===== config.mk =====
export PLATFORM = sky130hd
export DESIGN_NAME = mstat_trap_unit
export DESIGN_NICKNAME = d
export VERILOG_FILES = /design/src/rtl/mstat_pkg.sv /design/src/rtl/mstat_exc_select.sv /design/src/rtl/mstat_status_unit.sv /design/src/rtl/mstat_trap_state.sv /design/src/rtl/mstat_trap_unit.sv
export SDC_FILE = /design/constraint.sdc
export NUM_CORES = 1
export LEC_CHECK = 0
export ABC_AREA = 1
export BUFFER_PORTS_ARGS = -buffer_cell sky130_fd_sc_hd__buf_4
export CORE_UTILIZATION = 51
export DETAILED_ROUTE_END_ITERATION = 6
export GPL_TIMING_DRIVEN = 0
export HOLD_SLACK_MARGIN = 0.12
export PLACE_DENSITY = 0.83
export RECOVER_POWER = 100
export SETUP_SLACK_MARGIN = 0.15
export SLEW_MARGIN = 20
export SYNTH_ARGS = -nofsm -noshare
export SYNTH_HDL_FRONTEND = slang
export SYNTH_HIERARCHICAL = 1
export SYNTH_SLANG_ARGS = --single-unit

===== constraint.sdc =====
create_clock -name clk -period 2.01 [get_ports clk]
set_clock_uncertainty 0.15 [all_clocks]
set_input_delay 0 -clock clk [delete_from_list [all_inputs] [get_ports clk]]
set_output_delay 0 -clock clk [all_outputs]
set_load 0.02 [all_outputs]

===== src/rtl/mstat_pkg.sv =====
package mstat_pkg;

    localparam int XLEN = 32;
    localparam int EXC_W = 16;
    localparam int NUM_RANK = 14;

    localparam logic [11:0] A_STATUS = 12'h300;
    localparam logic [11:0] A_IEN    = 12'h304;
    localparam logic [11:0] A_TVEC   = 12'h305;
    localparam logic [11:0] A_EPC    = 12'h341;
    localparam logic [11:0] A_CAUSE  = 12'h342;
    localparam logic [11:0] A_IMPL   = 12'hF13;

    localparam int B_GIE  = 3;
    localparam int B_PGIE = 7;
    localparam int B_PPL  = 11;
    localparam int B_DPO  = 17;

    typedef enum logic [1:0] {
        PRIV_USER = 2'b00,
        PRIV_MACH = 2'b11
    } priv_e;

    typedef struct packed {
        logic  dpo;
        priv_e ppriv;
        logic  pgie;
        logic  gie;
    } stat_t;

    typedef struct packed {
        logic       found;
        logic [3:0] code;
    } exc_pick_t;

    // Exception code held at each priority rank, rank 0 highest.
    function automatic logic [3:0] rank_code(int unsigned rank);
        case (rank)
            0:  return 4'd3;
            1:  return 4'd12;
            2:  return 4'd1;
            3:  return 4'd2;
            4:  return 4'd0;
            5:  return 4'd8;
            6:  return 4'd9;
            7:  return 4'd11;
            8:  return 4'd15;
            9:  return 4'd13;
            10: return 4'd7;
            11: return 4'd5;
            12: return 4'd6;
            13: return 4'd4;
            default: return 4'd0;
        endcase
    endfunction

    function automatic exc_pick_t pick_exc(logic [EXC_W-1:0] raised);
        exc_pick_t r;
        r.found = 1'b0;
        r.code  = 4'd0;
        for (int unsigned k = 0; k < NUM_RANK; k++) begin
            if (!r.found && raised[rank_code(k)]) begin
                r.found = 1'b1;
                r.code  = rank_code(k);
            end
        end
        return r;
    endfunction

    function automatic logic [XLEN-1:0] pack_status(stat_t s);
        logic [XLEN-1:0] v;
        v = '0;
        v[B_GIE]           = s.gie;
        v[B_PGIE]          = s.pgie;
        v[B_PPL+1:B_PPL]   = s.ppriv;
        v[B_DPO]           = s.dpo;
        return v;
    endfunction

endpackage


===== src/rtl/mstat_exc_select.sv =====
module mstat_exc_select
    import mstat_pkg::*;
(
    input  logic                clk,
    input  logic                rst,
    input  logic                trap_i,
    input  logic                irq_i,
    input  logic [4:0]          irq_code_i,
    input  logic [EXC_W-1:0]    exc_i,
    output logic [XLEN-1:0]     cause_o
);
    exc_pick_t pick;

    always_comb begin
        pick    = pick_exc(exc_i);
        cause_o = '0;
        if (irq_i) begin
            cause_o[XLEN-1] = 1'b1;
            cause_o[4:0]    = irq_code_i;
        end else begin
            cause_o[3:0]    = pick.code;
        end
    end

    // the reported code is one of the raised exceptions
    p_pick_raised_r7: assert property (@(posedge clk) disable iff (rst)
        (trap_i && !irq_i && exc_i != '0) |-> exc_i[cause_o[3:0]]);

    // access faults beat misaligned faults
    p_load_order_r8: assert property (@(posedge clk) disable iff (rst)
        (trap_i && !irq_i && exc_i[5]) |-> (cause_o[4:0] != 5'd4));
    p_store_order_r8: assert property (@(posedge clk) disable iff (rst)
        (trap_i && !irq_i && exc_i[7]) |-> (cause_o[4:0] != 5'd6));
endmodule


===== src/rtl/mstat_status_unit.sv =====
module mstat_status_unit
    import mstat_pkg::*;
#(
    parameter bit SUPPORT_USER = 1'b0
) (
    input  logic            clk,
    input  logic            rst,
    input  logic            trap_fire_i,
    input  logic            mret_fire_i,
    input  logic            wr_fire_i,
    input  logic [XLEN-1:0] wdata_i,
    output stat_t           stat_o,
    output priv_e           priv_o
);
    stat_t  st_q;
    priv_e  priv_q;
    priv_e  ppriv_wr;
    logic   dpo_wr;
    logic [1:0] ppl_w;

    assign ppl_w = wdata_i[B_PPL+1:B_PPL];

    generate
        if (SUPPORT_USER) begin : g_user
            always_comb begin
                if (ppl_w == 2'b00)      ppriv_wr = PRIV_USER;
                else if (ppl_w == 2'b11) ppriv_wr = PRIV_MACH;
                else                     ppriv_wr = st_q.ppriv;
                dpo_wr = wdata_i[B_DPO];
            end
        end else begin : g_mach_only
            always_comb begin
                ppriv_wr = PRIV_MACH;
                dpo_wr   = 1'b0 & ^wdata_i;
            end
        end
    endgenerate

    always_ff @(posedge clk) begin
        if (rst) begin
            st_q.gie   <= 1'b0;
            st_q.pgie  <= 1'b0;
            st_q.ppriv <= PRIV_MACH;
            st_q.dpo   <= 1'b0;
            priv_q     <= PRIV_MACH;
        end else if (trap_fire_i) begin
            st_q.pgie  <= st_q.gie;
            st_q.gie   <= 1'b0;
            st_q.ppriv <= priv_q;
            priv_q     <= PRIV_MACH;
        end else if (mret_fire_i) begin
            st_q.gie   <= st_q.pgie;
            st_q.pgie  <= 1'b1;
            priv_q     <= st_q.ppriv;
            st_q.ppriv <= PRIV_MACH;
            if (st_q.ppriv != PRIV_MACH) st_q.dpo <= 1'b0;
        end else if (wr_fire_i) begin
            st_q.gie   <= wdata_i[B_GIE];
            st_q.pgie  <= wdata_i[B_PGIE];
            st_q.ppriv <= ppriv_wr;
            st_q.dpo   <= dpo_wr;
        end
    end

    assign stat_o = st_q;
    assign priv_o = priv_q;

    p_trap_gie_r2: assert property (@(posedge clk) disable iff (rst)
        trap_fire_i |=> (!stat_o.gie && stat_o.pgie == $past(stat_o.gie)));
    p_trap_priv_r2: assert property (@(posedge clk) disable iff (rst)
        trap_fire_i |=> (priv_o == PRIV_MACH && stat_o.ppriv == $past(priv_o)));
    p_mret_gie_r3: assert property (@(posedge clk) disable iff (rst)
        mret_fire_i |=> (stat_o.pgie && stat_o.gie == $past(stat_o.pgie)));
    p_mret_dpo_r3: assert property (@(posedge clk) disable iff (rst)
        (mret_fire_i && stat_o.ppriv == PRIV_USER) |=> !stat_o.dpo);
endmodule


===== src/rtl/mstat_trap_state.sv =====
module mstat_trap_state
    import mstat_pkg::*;
#(
    parameter logic [XLEN-1:0] IRQ_MASK = 32'h0000_0888
) (
    input  logic            clk,
    input  logic            rst,
    input  logic            trap_fire_i,
    input  logic [XLEN-1:0] trap_pc_i,
    input  logic [XLEN-1:0] trap_cause_i,
    input  logic            wr_ien_i,
    input  logic            wr_tvec_i,
    input  logic            wr_epc_i,
    input  logic            wr_cause_i,
    input  logic [XLEN-1:0] wdata_i,
    output logic [XLEN-1:0] ien_o,
    output logic [XLEN-1:0] tvec_o,
    output logic [XLEN-1:0] epc_o,
    output logic [XLEN-1:0] cause_o
);
    localparam logic [XLEN-1:0] TVEC_KEEP  = ~(XLEN'(2));
    localparam logic [XLEN-1:0] EPC_KEEP   = ~(XLEN'(3));
    localparam logic [XLEN-1:0] CAUSE_KEEP = {1'b1, {(XLEN-6){1'b0}}, 5'h1F};

    logic [XLEN-1:0] ien_q, tvec_q, epc_q, cause_q;

    always_ff @(posedge clk) begin
        if (rst) begin
            ien_q   <= '0;
            tvec_q  <= '0;
            epc_q   <= '0;
            cause_q <= '0;
        end else if (trap_fire_i) begin
            epc_q   <= trap_pc_i & EPC_KEEP;
            cause_q <= trap_cause_i;
        end else begin
            if (wr_ien_i)   ien_q   <= wdata_i & IRQ_MASK;
            if (wr_tvec_i)  tvec_q  <= wdata_i & TVEC_KEEP;
            if (wr_epc_i)   epc_q   <= wdata_i & EPC_KEEP;
            if (wr_cause_i) cause_q <= wdata_i & CAUSE_KEEP;
        end
    end

    assign ien_o   = ien_q;
    assign tvec_o  = tvec_q;
    assign epc_o   = epc_q;
    assign cause_o = cause_q;

    p_epc_aligned_r9: assert property (@(posedge clk) disable iff (rst)
        epc_o[1:0] == 2'b00);
    p_ien_masked_r6: assert property (@(posedge clk) disable iff (rst)
        (ien_o & ~IRQ_MASK) == '0);
    p_trap_epc_r11: assert property (@(posedge clk) disable iff (rst)
        trap_fire_i |=> epc_o[XLEN-1:2] == $past(trap_pc_i[XLEN-1:2]));
endmodule


===== src/rtl/mstat_trap_unit.sv =====
module mstat_trap_unit
    import mstat_pkg::*;
#(
    parameter logic [31:0] RESET_VEC    = 32'h8000_0000,
    parameter logic [31:0] IRQ_MASK     = 32'h0000_0888,
    parameter bit          SUPPORT_USER = 1'b0
) (
    input  logic        clk,
    input  logic        rst,
    input  logic        csr_en_i,
    input  logic        csr_we_i,
    input  logic [11:0] csr_addr_i,
    input  logic [31:0] csr_wdata_i,
    output logic [31:0] csr_rdata_o,
    input  logic        trap_i,
    input  logic        trap_irq_i,
    input  logic [4:0]  trap_irq_code_i,
    input  logic [15:0] trap_exc_i,
    input  logic [31:0] trap_pc_i,
    input  logic        mret_i,
    output logic        redirect_o,
    output logic [31:0] redirect_pc_o,
    output logic        gie_o,
    output logic [1:0]  priv_o
);
    logic            mret_fire, wr_fire;
    logic [XLEN-1:0] cause_new, ien, tvec, epc, cause;
    logic [XLEN-1:0] vec_tgt;
    stat_t           stat;
    priv_e           priv;

    assign mret_fire = mret_i & ~trap_i;
    assign wr_fire   = csr_en_i & csr_we_i & ~trap_i & ~mret_i;

    mstat_exc_select u_sel (
        .clk        (clk),
        .rst        (rst),
        .trap_i     (trap_i),
        .irq_i      (trap_irq_i),
        .irq_code_i (trap_irq_code_i),
        .exc_i      (trap_exc_i),
        .cause_o    (cause_new)
    );

    mstat_status_unit #(.SUPPORT_USER(SUPPORT_USER)) u_stat (
        .clk         (clk),
        .rst         (rst),
        .trap_fire_i (trap_i),
        .mret_fire_i (mret_fire),
        .wr_fire_i   (wr_fire && csr_addr_i == A_STATUS),
        .wdata_i     (csr_wdata_i),
        .stat_o      (stat),
        .priv_o      (priv)
    );

    mstat_trap_state #(.IRQ_MASK(IRQ_MASK)) u_state (
        .clk          (clk),
        .rst          (rst),
        .trap_fire_i  (trap_i),
        .trap_pc_i    (trap_pc_i),
        .trap_cause_i (cause_new),
        .wr_ien_i     (wr_fire && csr_addr_i == A_IEN),
        .wr_tvec_i    (wr_fire && csr_addr_i == A_TVEC),
        .wr_epc_i     (wr_fire && csr_addr_i == A_EPC),
        .wr_cause_i   (wr_fire && csr_addr_i == A_CAUSE),
        .wdata_i      (csr_wdata_i),
        .ien_o        (ien),
        .tvec_o       (tvec),
        .epc_o        (epc),
        .cause_o      (cause)
    );

    always_comb begin
        csr_rdata_o = '0;
        if (csr_en_i) begin
            case (csr_addr_i)
                A_STATUS: csr_rdata_o = pack_status(stat);
                A_IEN:    csr_rdata_o = ien;
                A_TVEC:   csr_rdata_o = tvec;
                A_EPC:    csr_rdata_o = epc;
                A_CAUSE:  csr_rdata_o = cause;
                A_IMPL:   csr_rdata_o = '0;
                default:  csr_rdata_o = '0;
            endcase
        end
    end

    always_comb begin
        vec_tgt = {tvec[XLEN-1:2], 2'b00};
        if (tvec[0] && trap_irq_i)
            vec_tgt = vec_tgt + {{(XLEN-7){1'b0}}, trap_irq_code_i, 2'b00};
    end

    assign redirect_o    = rst | trap_i | mret_i;
    assign redirect_pc_o = rst ? RESET_VEC : (trap_i ? vec_tgt : epc);
    assign gie_o         = stat.gie;
    assign priv_o        = priv;

    p_mret_target_r10: assert property (@(posedge clk) disable iff (rst)
        (mret_i && !trap_i) |-> (redirect_o && redirect_pc_o == epc));
    p_trap_wins_r11: assert property (@(posedge clk) disable iff (rst)
        (trap_i && mret_i) |=> !gie_o);
endmodule


# Word-level counts from Yosys, hierarchy flattened
# Cells that the tools add are included.
# totals
register_bits	77
latchBits	0
ram_bits	0
mem_bits_ro	0
inputBits	104
word_cells	95
n_memories	0
# classes
addsub	1
n_mul	0
n_div	0
magnitude_cmp	0
eq_ne	7
shifts	0
muxes	30
bitwise_logic	8
n_reduce_logical	40
# ops
op	n
$mux W32	8
$pmux W32 S5	1
$mux W5	15
$eq A12 B10 Y1 const B	5
$add A32 B7 Y32	1
$logic_and A1 B1 Y1	19
$logic_not A1 Y1	13
$mux W4	3
$reduce_bool A2 Y1	3
$and A1 B1 Y1	4
$reduce_and A2 Y1	2
$mux W1	3
$reduce_and A3 Y1	1
$reduce_bool A3 Y1	1
$ne A2 B1 Y1 const B	1
$ne A2 B2 Y1 const B	1
$not A1 Y1	2
$or A1 B1 Y1	2
$reduce_or A2 Y1	1

# Depth between registers and ports, before layout
# Gate-level depths: netlist of run 1.
# logic_depth
depth_word	42
mapped_depth	13
mapped_depth_nobuf	13

# Cells and area by module
# Netlist of run 1, hierarchy kept.
# modules_own_cells
mod	n_inst	cells_each	area_per_inst_um2	seq_area_each_um2
mstat_trap_state	1	569	4067.7	1921.8
mstat_trap_unit	1	573	2725.1	0.0
mstat_exc_select	1	81	490.5	0.0
mstat_status_unit	1	44	302.8	120.1

# Least setup slack after synthesis of run 1
# Ideal clock, no wire load.
# synth_timing
kind	register to output
startpoint	register u_state.tvec_q[2], in the netlist u_state/tvec_o[2]
endpoint	output redirect_pc_o[30]
arrival_time_ns	2.030
t_required_ns	1.860
slack_ns	-0.170
path_stages_with_launch	11
n_path_buf	0
cell_sequence	dfxtp_1 -> ha_1 -> inv_1 -> fa_1 -> inv_1 -> nand4_1 -> nand2_1 -> nand4_1 -> nand2_1 -> nand2_1 -> o21ai_0
# synth_between
elab_chain_cells	4
# synth_rtl
element	line	source
from (decl)	mstat_trap_state.sv:25	logic [XLEN-1:0] ien_q, tvec_q, epc_q, cause_q;
from (signal assigned)	mstat_trap_state.sv:38	if (wr_tvec_i) tvec_q <= wdata_i & TVEC_KEEP;
$add A32 B7 Y32	mstat_trap_unit.sv:91	vec_tgt = vec_tgt + {{(XLEN-7){1'b0}}, trap_irq_code_i, 2'b00};
$mux W32	mstat_trap_unit.sv:90	if (tvec[0] && trap_irq_i)
$mux W32 (2 in series)	mstat_trap_unit.sv:95	assign redirect_pc_o = rst ? RESET_VEC : (trap_i ? vec_tgt : epc);
to (decl)	mstat_trap_unit.sv:22	output logic [31:0] redirect_pc_o,
# No other way between the ends.

# Worst setup path after layout of run 1
# layout_timing
startpoint	register u_state.tvec_q[2], in the netlist u_state/tvec_o[2]
endpoint	output redirect_pc_o[24]
# Same word-level chain as after synthesis.

==> results of run 1 <==
[cells by family (layout without fill, tap and decap cells)]
family	after synthesis	in the layout	share of synthesized area, %
simple gates	688	688	39.58
other cells	3	59	0.1484
buf+inv	283	570	18.89
compound gates	182	182	13.03
fa+ha+maj	6	6	1.089
xor+xnor	3	3	0.3464
flops	102	102	26.92
[final timing paths]
path         cells past startpoint                 from  slack, ns                  end
max                             15    u_state/tvec_o[2]      -0.64    redirect_pc_o[24]
min                              9       trap_exc_i[11]       0.05   u_state/cause_o[1]
max reg2reg                      4     u_stat/stat_o[3]       0.59     u_stat/stat_o[3]
min reg2reg                      2  u_state/cause_o[26]       0.31  u_state/cause_o[26]
[final cells by class]
class                   count  area [µm²]  share of cell area, %
multi-input cells         938        4815                  42.97
flip-flops and latches    102        2053                  18.32
clock buffers              16       281.5                  2.513
plain buffers             117       844.6                  7.538
repair buffers            271        2341                  20.89
well taps                 184       230.2                  2.055
inverters                 166       639.4                  5.706
[power by group through the flow]
stage	registers [mW]	clock network [mW]	logic, mW
6_report	2.14	1.70	0.963
3_5_place_dp	2.18	0	0.760
3_3_place_gp	2.18	0	0.749
4_1_cts	2.14	1.70	0.910
2_1_floorplan	2.17	0	0.444
5_1_grt	2.14	1.78	1.03
[flip-flops by register name, summed over array words and instances, names as in the netlist]
| signal | count |
|---|---|
| u_state/epc_o | 30 |
| u_stat/stat_o | 4 |
| u_stat/priv_o | 2 |
| u_state/ien_o | 3 |
| u_state/tvec_o | 31 |
| u_state/cause_o | 32 |
[per-layer routing]
layer  vias up  share of wire, %
met5         -                 0
met4         0               5.1
met3       128                12
met2       638                46
met1      4249                38
li1       4532                 -
[layout by cell type, fill, tap and decap left out, types with 4 or more instances in the layout]
| cell type | instances |
|---|---|
| nor3_2 | 4 |
| ha_4 | 5 |
| a21oi_2 | 11 |
| buf_4 | 220 |
| o21ai_2 | 17 |
| nor3_1 | 5 |
| buf_12 | 4 |
| o22ai_2 | 6 |
| clkbuf_2 | 8 |
| o21ai_0 | 50 |
| dfxtp_1 | 97 |
| nand2_4 | 6 |
| nand4_1 | 10 |
| clkbuf_1 | 20 |
| nand3_1 | 102 |
| conb_1 | 59 |
| dlygate4sd3_1 | 76 |
| nand2_1 | 337 |
| buf_2 | 22 |
| o22ai_1 | 13 |
| nand2_2 | 22 |
| inv_2 | 12 |
| nor2_4 | 14 |
| nor2_1 | 123 |
| nor2_2 | 37 |
| o21ai_1 | 35 |
| clkbuf_16 | 10 |
| buf_6 | 34 |
| nor3_4 | 4 |
| a21oi_1 | 41 |
| inv_1 | 149 |
| nand3_2 | 12 |
[what timing repair did]
item | 4_1_cts | 5_1_grt
gates cloned | 0 | 1
endpoints found under the hold margin | 76 | 0
pin swaps | 25 | 50
setup buffers | 11 | 15
resized for setup | 89 | 119
endpoints found under the setup margin | 73 | 117
hold buffers | 83 | 0
[through the flow]
stage | std cells | power [mW]
3_5_place_dp | 1672 | 2.942
6_report | 1794 | 4.798
2_1_floorplan | 1323 | 2.614
3_3_place_gp | 1672 | 2.929
5_1_grt | 1794 | 4.959
4_1_cts | 1782 | 4.747
[tightest hold or removal path, cell delays in order]
cell and delay [ns]:
buf_4 0.09, a21oi_1 0.06, nand3_1 0.07, nand2_1 0.05
nand2_1 0.06, nand2_1 0.05, nand3_1 0.07, nand2_1 0.04
inv_1 0.04
==> metrics.md, run 1 <==
| Metric | Value |
|---|---|
| Sequential area share after synthesis | between 20% and 30% |
| Largest net degree at the start of global routing | 15 |
| Worst vdd ir | 0.3798 mV |
| Core area | between 10000 and 15000 µm² |
| Routability cong. | ~1 |
| Pre-CTS setup slack | -0.5113 ns |
| Via-to-Cell Ratio | 5.322 |
| Slew @ Worst Pin | 0.9022 ns |
| Total track usage | 36.22% |
| RSZ-0062 raised after global routing | yes |
| Asr flop ratio synth | 0% |
| Cell variety after synth | 47 |
| Final core utilization | between 70 and 80% |
| CP max FO | 4 |
| Initial antenna violation count | 0 |
| Critical path startpoint category | flip-flop |
| First-pass GRT wire length | 42.07 mm |
| Grt met1 use | a little under half |
| Filler cells | 1092 |
| Ys flop type | dfxtp_1 |
| Num CTS Buffers | 9 |
| Net count, final | 1715 |
| Clock tree sinks | 102 |
| GR peak layer | met2 |
| Placed Area | 9314 µm² |
| Worst slew margin | 39.63% |
| Area share of the largest cell type after synthesis | 26.92% |
| Post-synth EDFFs | 0 |
| Cell family with most CP delay | simple AND/OR/NAND/NOR gates |
| Antenna-violating nets left | 0 |
| Final Cycle Share | 131.7% |
| Die Ht | 124.0 µm |
| WP data required | ~1.9 ns |
| DRT Pass-1 Iters | 6 |
| Ranking of synthesized cells by area | dfxtp_1, nand2_1, inv_1, nand3_1, buf_4 |
| CTS clock-pin slew for the worst setup and hold paths | approximately 0.060 ns |
| Critical Path Max Stage Delay | between 0.3 and 0.4 ns |
| Hold WS | 0.04937 ns |
| # Max-Cap Violations | 0 |
| Initial Util | 52.20% |
| Residual DRC count | 0 |
| Layout area overhead | 47.70% |
| Final setup violating endpoints | 79 |
| Largest area contributor in the netlist | dfxtp_1 |
| GR Layer Usage met3 | 6.731% |
| Drt initial violations | approximately 1.1k |
| Mapped Avg Cell Area | between 5 and 6 µm² |
| #FFs+latches synth | 102 |
| Failing checks | setup timing |
| Worst path bufs/invs | 5 |
| Clk Latency, worst-skew pair | 0.35 ns |
| Vias | 9547 |
| Most frequent cell after synthesis | nand2_1 |
| Finished Cell Area | 11200 µm² |
| WL final | 29.04 mm |
| Die Area | 15370 µm² |
| Routing usage on met2 | 59.31% |
| I/O Pins | 172 |
| Switching Power | 1.288 mW |
| Top cells by count, synth | nand2_1, inv_1, nor2_1, nand3_1, dfxtp_1 |
| Power Internal | 3.511 mW |
| Pwr Density | 428.3 nW/µm² |
| CP dominant cell by count | nand2_1 |
| CTS Root Cell | clkbuf_16 |
| Vias in the first global route | 8509 |
| Clock share of power | 35.4% |
| CTS tree | built |
| Sw Share | 26.83% |
| Final hold vios | 0 |
| Total gr overflow | 0 |
| Die Width | ~120 µm |
| Max Buffers Root-to-Sink | 2 |
| Row count | 44 |
| Highest clock rate | around 380 MHz |
| Pleak | 5.254 nW |
| Layout cells sized above 1 | 29.57% |
| Inserted Diodes | 0 |
| Worst hold path class | in -> reg |
| Setup slack after layout | -0.6368 ns |
| CP endpoint kind | output pin |
| Crit Path Class | reg -> out |
| Worst EP arrival | 2.50 ns |
| Share of power burned in registers | 44.5% |
| Post-DP HPWL | 19.24 mm |
| Yosys warnings | 6 |
| Final Critical Period | 2.647 ns |
| Avg WL per Cell | approximately 16 µm |
| Logic pwr share | roughly a fifth |
| Max-slew violations | 0 |
| Mapped cell area | 7586 µm² |
| Outcome | complete, but fails checks |
| Total negative slack | -12.48 ns |
| Crit-path cells | ha_4 > inv_2 > fa_2 > inv_2 > nand4_1 > nand2_4 > buf_12 > buf_6 > nand2_2 > nand2_1 > nand2_1 > nand2_1 > nand2_1 > a21oi_2 > buf_6 |
| H-Tree Depth | 3 |
| Cells after Synth | around 1.3k |
| Port Buffer Count | 165 |
| CP max-delay cell | dfxtp_2 |
No activity file was read; power rests on OpenSTA's default activity.
==> inputs of run 2 (changes only) <==
- SKIP_CTS_REPAIR_TIMING: unset -> 1
==> run 2 against run 1 <==
Compared with the run above: the flow still finishes with violations (setup timing); global-route usage is 3.9 points lower; first-iteration DRC count is 5.4% lower; non-clock buffer count is 19 lower; worst hold slack better by 0.031 ns; largest power group unchanged.
==> metrics.md, run 2 (same netlist as run 1, synthesis figures left out) <==
| Metric | Value |
|---|---|
| Flop2flop setup slack | 1.08 ns |
| Layout area overhead | 41.74% |
| FF-to-FF Start | u_state/tvec_o[24] |
| Non-Filler Instances | 1775 |
| Placed Cells | 1672 |
| Avg WL per Cell | 15.59 µm |
| # Max-Cap Violations | 0 |
| Net count, final | 1696 |
| WHS Path Cells | 7 |
| Largest net degree at the start of global routing | 15 |
| DRT Pass-1 Iters | 6 |
| R2R Path End | u_state/tvec_o[24] |
| Total negative slack | -11.70 ns |
| Clock tree sinks | 102 |
| Hold WS | 0.08041 ns |
| Drt initial violations | 1069 |
| Pwr Total | 4.765 mW |
| Logic pwr share | about a fifth |
| CTS Root Cell | clkbuf_16 |
| Pwr Density | 443.2 nW/µm² |
| WHS Endpoint | u_stat/stat_o[0] |
| Die Area | 15370 µm² |
| Die Ht | 124.0 µm |
| CP max FO | 5 |
| Final Critical Period | around 2.7 ns |
| Vias | 9365 |
| RSZ-0062 raised after global routing | yes |
| WL final | 27.67 mm |
| Die Width | about 120 µm |
| Row count | 44 |
| Final Cycle Share | 133.9% |
| Crit Path Class | reg -> out |
| Most common cell after layout, fill and taps aside | nand2_1 |
| Pleak | 4.971 nW |
| Final setup violating endpoints | 28 |
| Failing checks | setup timing |
| Placed Area | 9314 µm² |
| Clock share of power | 35.6% |
| Final hold vios | 0 |
| Total gr overflow | 0 |
| Worst slew margin | 38.70% |
| Post-DP HPWL | 19.24 mm |
| Power Internal | 3.497 mW |
| Port Buffer Count | 165 |
| Worst R2R Path Depth | 2 |
| Slew @ Worst Pin | 0.9195 ns |
| Setup slack after layout | -0.6805 ns |
| Final core utilization | between 70% and 80% |
| Max reg flops | 32 |
| Total track usage | 32.32% |
| Worst vdd ir | around 0.35 mV |
| Most frequent cells in the layout | nand2_1, buf_4, inv_1, nor2_1, nand3_1 |
| Max-slew violations | 0 |
| Switching Power | 1.268 mW |
| Sw Share | 26.61% |
| H-Tree Depth | 3 |
| I/O Pins | 172 |
| Outcome | complete, but fails checks |
| Pre-CTS setup slack | -0.5113 ns |
| Antenna-violating nets left | 0 |
| CTS tree | built |
| Worst EP arrival | 2.54 ns |
| Finished Cell Area | 10750 µm² |
| CP endpoint kind | output pin |
| Vias in the first global route | 7467 |
| Residual DRC count | 0 |
| WP data required | roughly 1.9 ns |
| Highest clock rate | around 370 MHz |
| Max Buffers Root-to-Sink | 2 |
| Core area | 14530 µm² |
| Via-to-Cell Ratio | 5.276 |
| Num CTS Buffers | 9 |
| Share of power burned in registers | 44.8% |
| Critical path startpoint category | flip-flop |
| Initial antenna violation count | 0 |
| Layout cells sized above 1 | 26.71% |
| Initial Util | 52.20% |
| Worst hold path class | in -> reg |
| CTS clock-pin slew for the worst setup and hold paths | 0.07 ns |
| Clk Latency, worst-skew pair | 0.35 ns |
| Routability cong. | 1.002 |
| HP Start | csr_addr_i[1] |
| First-pass GRT wire length | 37.42 mm |
| Inserted Diodes | 0 |
==> run 2: changes by cell type in the layout (fill, tap and decap cells not counted), moves of 6 or more <==
cell | before | now
clkbuf_2 | 8 | 20
o21ai_1 | 35 | 28
buf_6 | 34 | 23
nand2_2 | 22 | 12
inv_1 | 149 | 155
buf_2 | 22 | 16
nand2_1 | 337 | 349
nor2_2 | 37 | 43
buf_4 | 220 | 206
o21ai_0 | 50 | 58
==> run 2: worst max-delay path, stage by stage, from the launching register on <==
cell and delay [ns]:
dfxtp_4 0.38, ha_4 0.15, inv_2 0.04, fa_2 0.39, inv_2 0.08, nand4_1 0.20, nand2_4 0.20, buf_6 0.12
nand2_2 0.03, nand2_1 0.05, nand2_1 0.05, nand2_1 0.05, nand2_1 0.07, a21oi_2 0.18, buf_4 0.17
==> run 2: power by group through the flow <==
stage | Clock (mW) | Combinational, mW | Sequential, mW
after floorplan | 0 | 0.444 | 2.17
after global placement | 0 | 0.749 | 2.18
after detailed placement | 0 | 0.760 | 2.18
after CTS | 1.70 | 0.763 | 2.14
after global routing | 1.78 | 1.01 | 2.14
final | 1.70 | 0.933 | 2.14
==> run 2: metal layers <==
layer / up-vias / wire [µm] / share of wire, % / GRT usage (%)
met5: - / 0 / 0 / 0
met4: 0 / 1048 / 3.8 / 13.76
met3: 97 / 2925 / 11 / 4.945
met2: 551 / 12760 / 46 / 51.35
met1: 4212 / 10930 / 40 / 43.43
li1: 4505 / - / - / -
==> run 2: layout make-up <==
cell class / instances / area [µm²]
buffer: 117 / 817.0
clock buffer: 16 / 281.5
fill: 1197 / 3781
inverter: 166 / 631.9
multi-input combinational: 938 / 4648
sequential: 102 / 2051
tap: 184 / 230.2
timing repair buffer: 252 / 2093
==> run 2: how the worst max path moves through the flow <==
stage / startpoint / end / slack (ns)
after floorplan: u_state/tvec_o[2] / redirect_pc_o[20] / 0.15
after CTS: u_state/tvec_o[2] / redirect_pc_o[28] / -0.71
after detailed placement: csr_addr_i[5] / u_state/cause_o[2] / -0.51
final: u_state/tvec_o[2] / redirect_pc_o[24] / -0.68
after global placement: csr_addr_i[5] / u_state/cause_o[4] / -0.49
after global routing: u_state/tvec_o[2] / redirect_pc_o[24] / -0.80
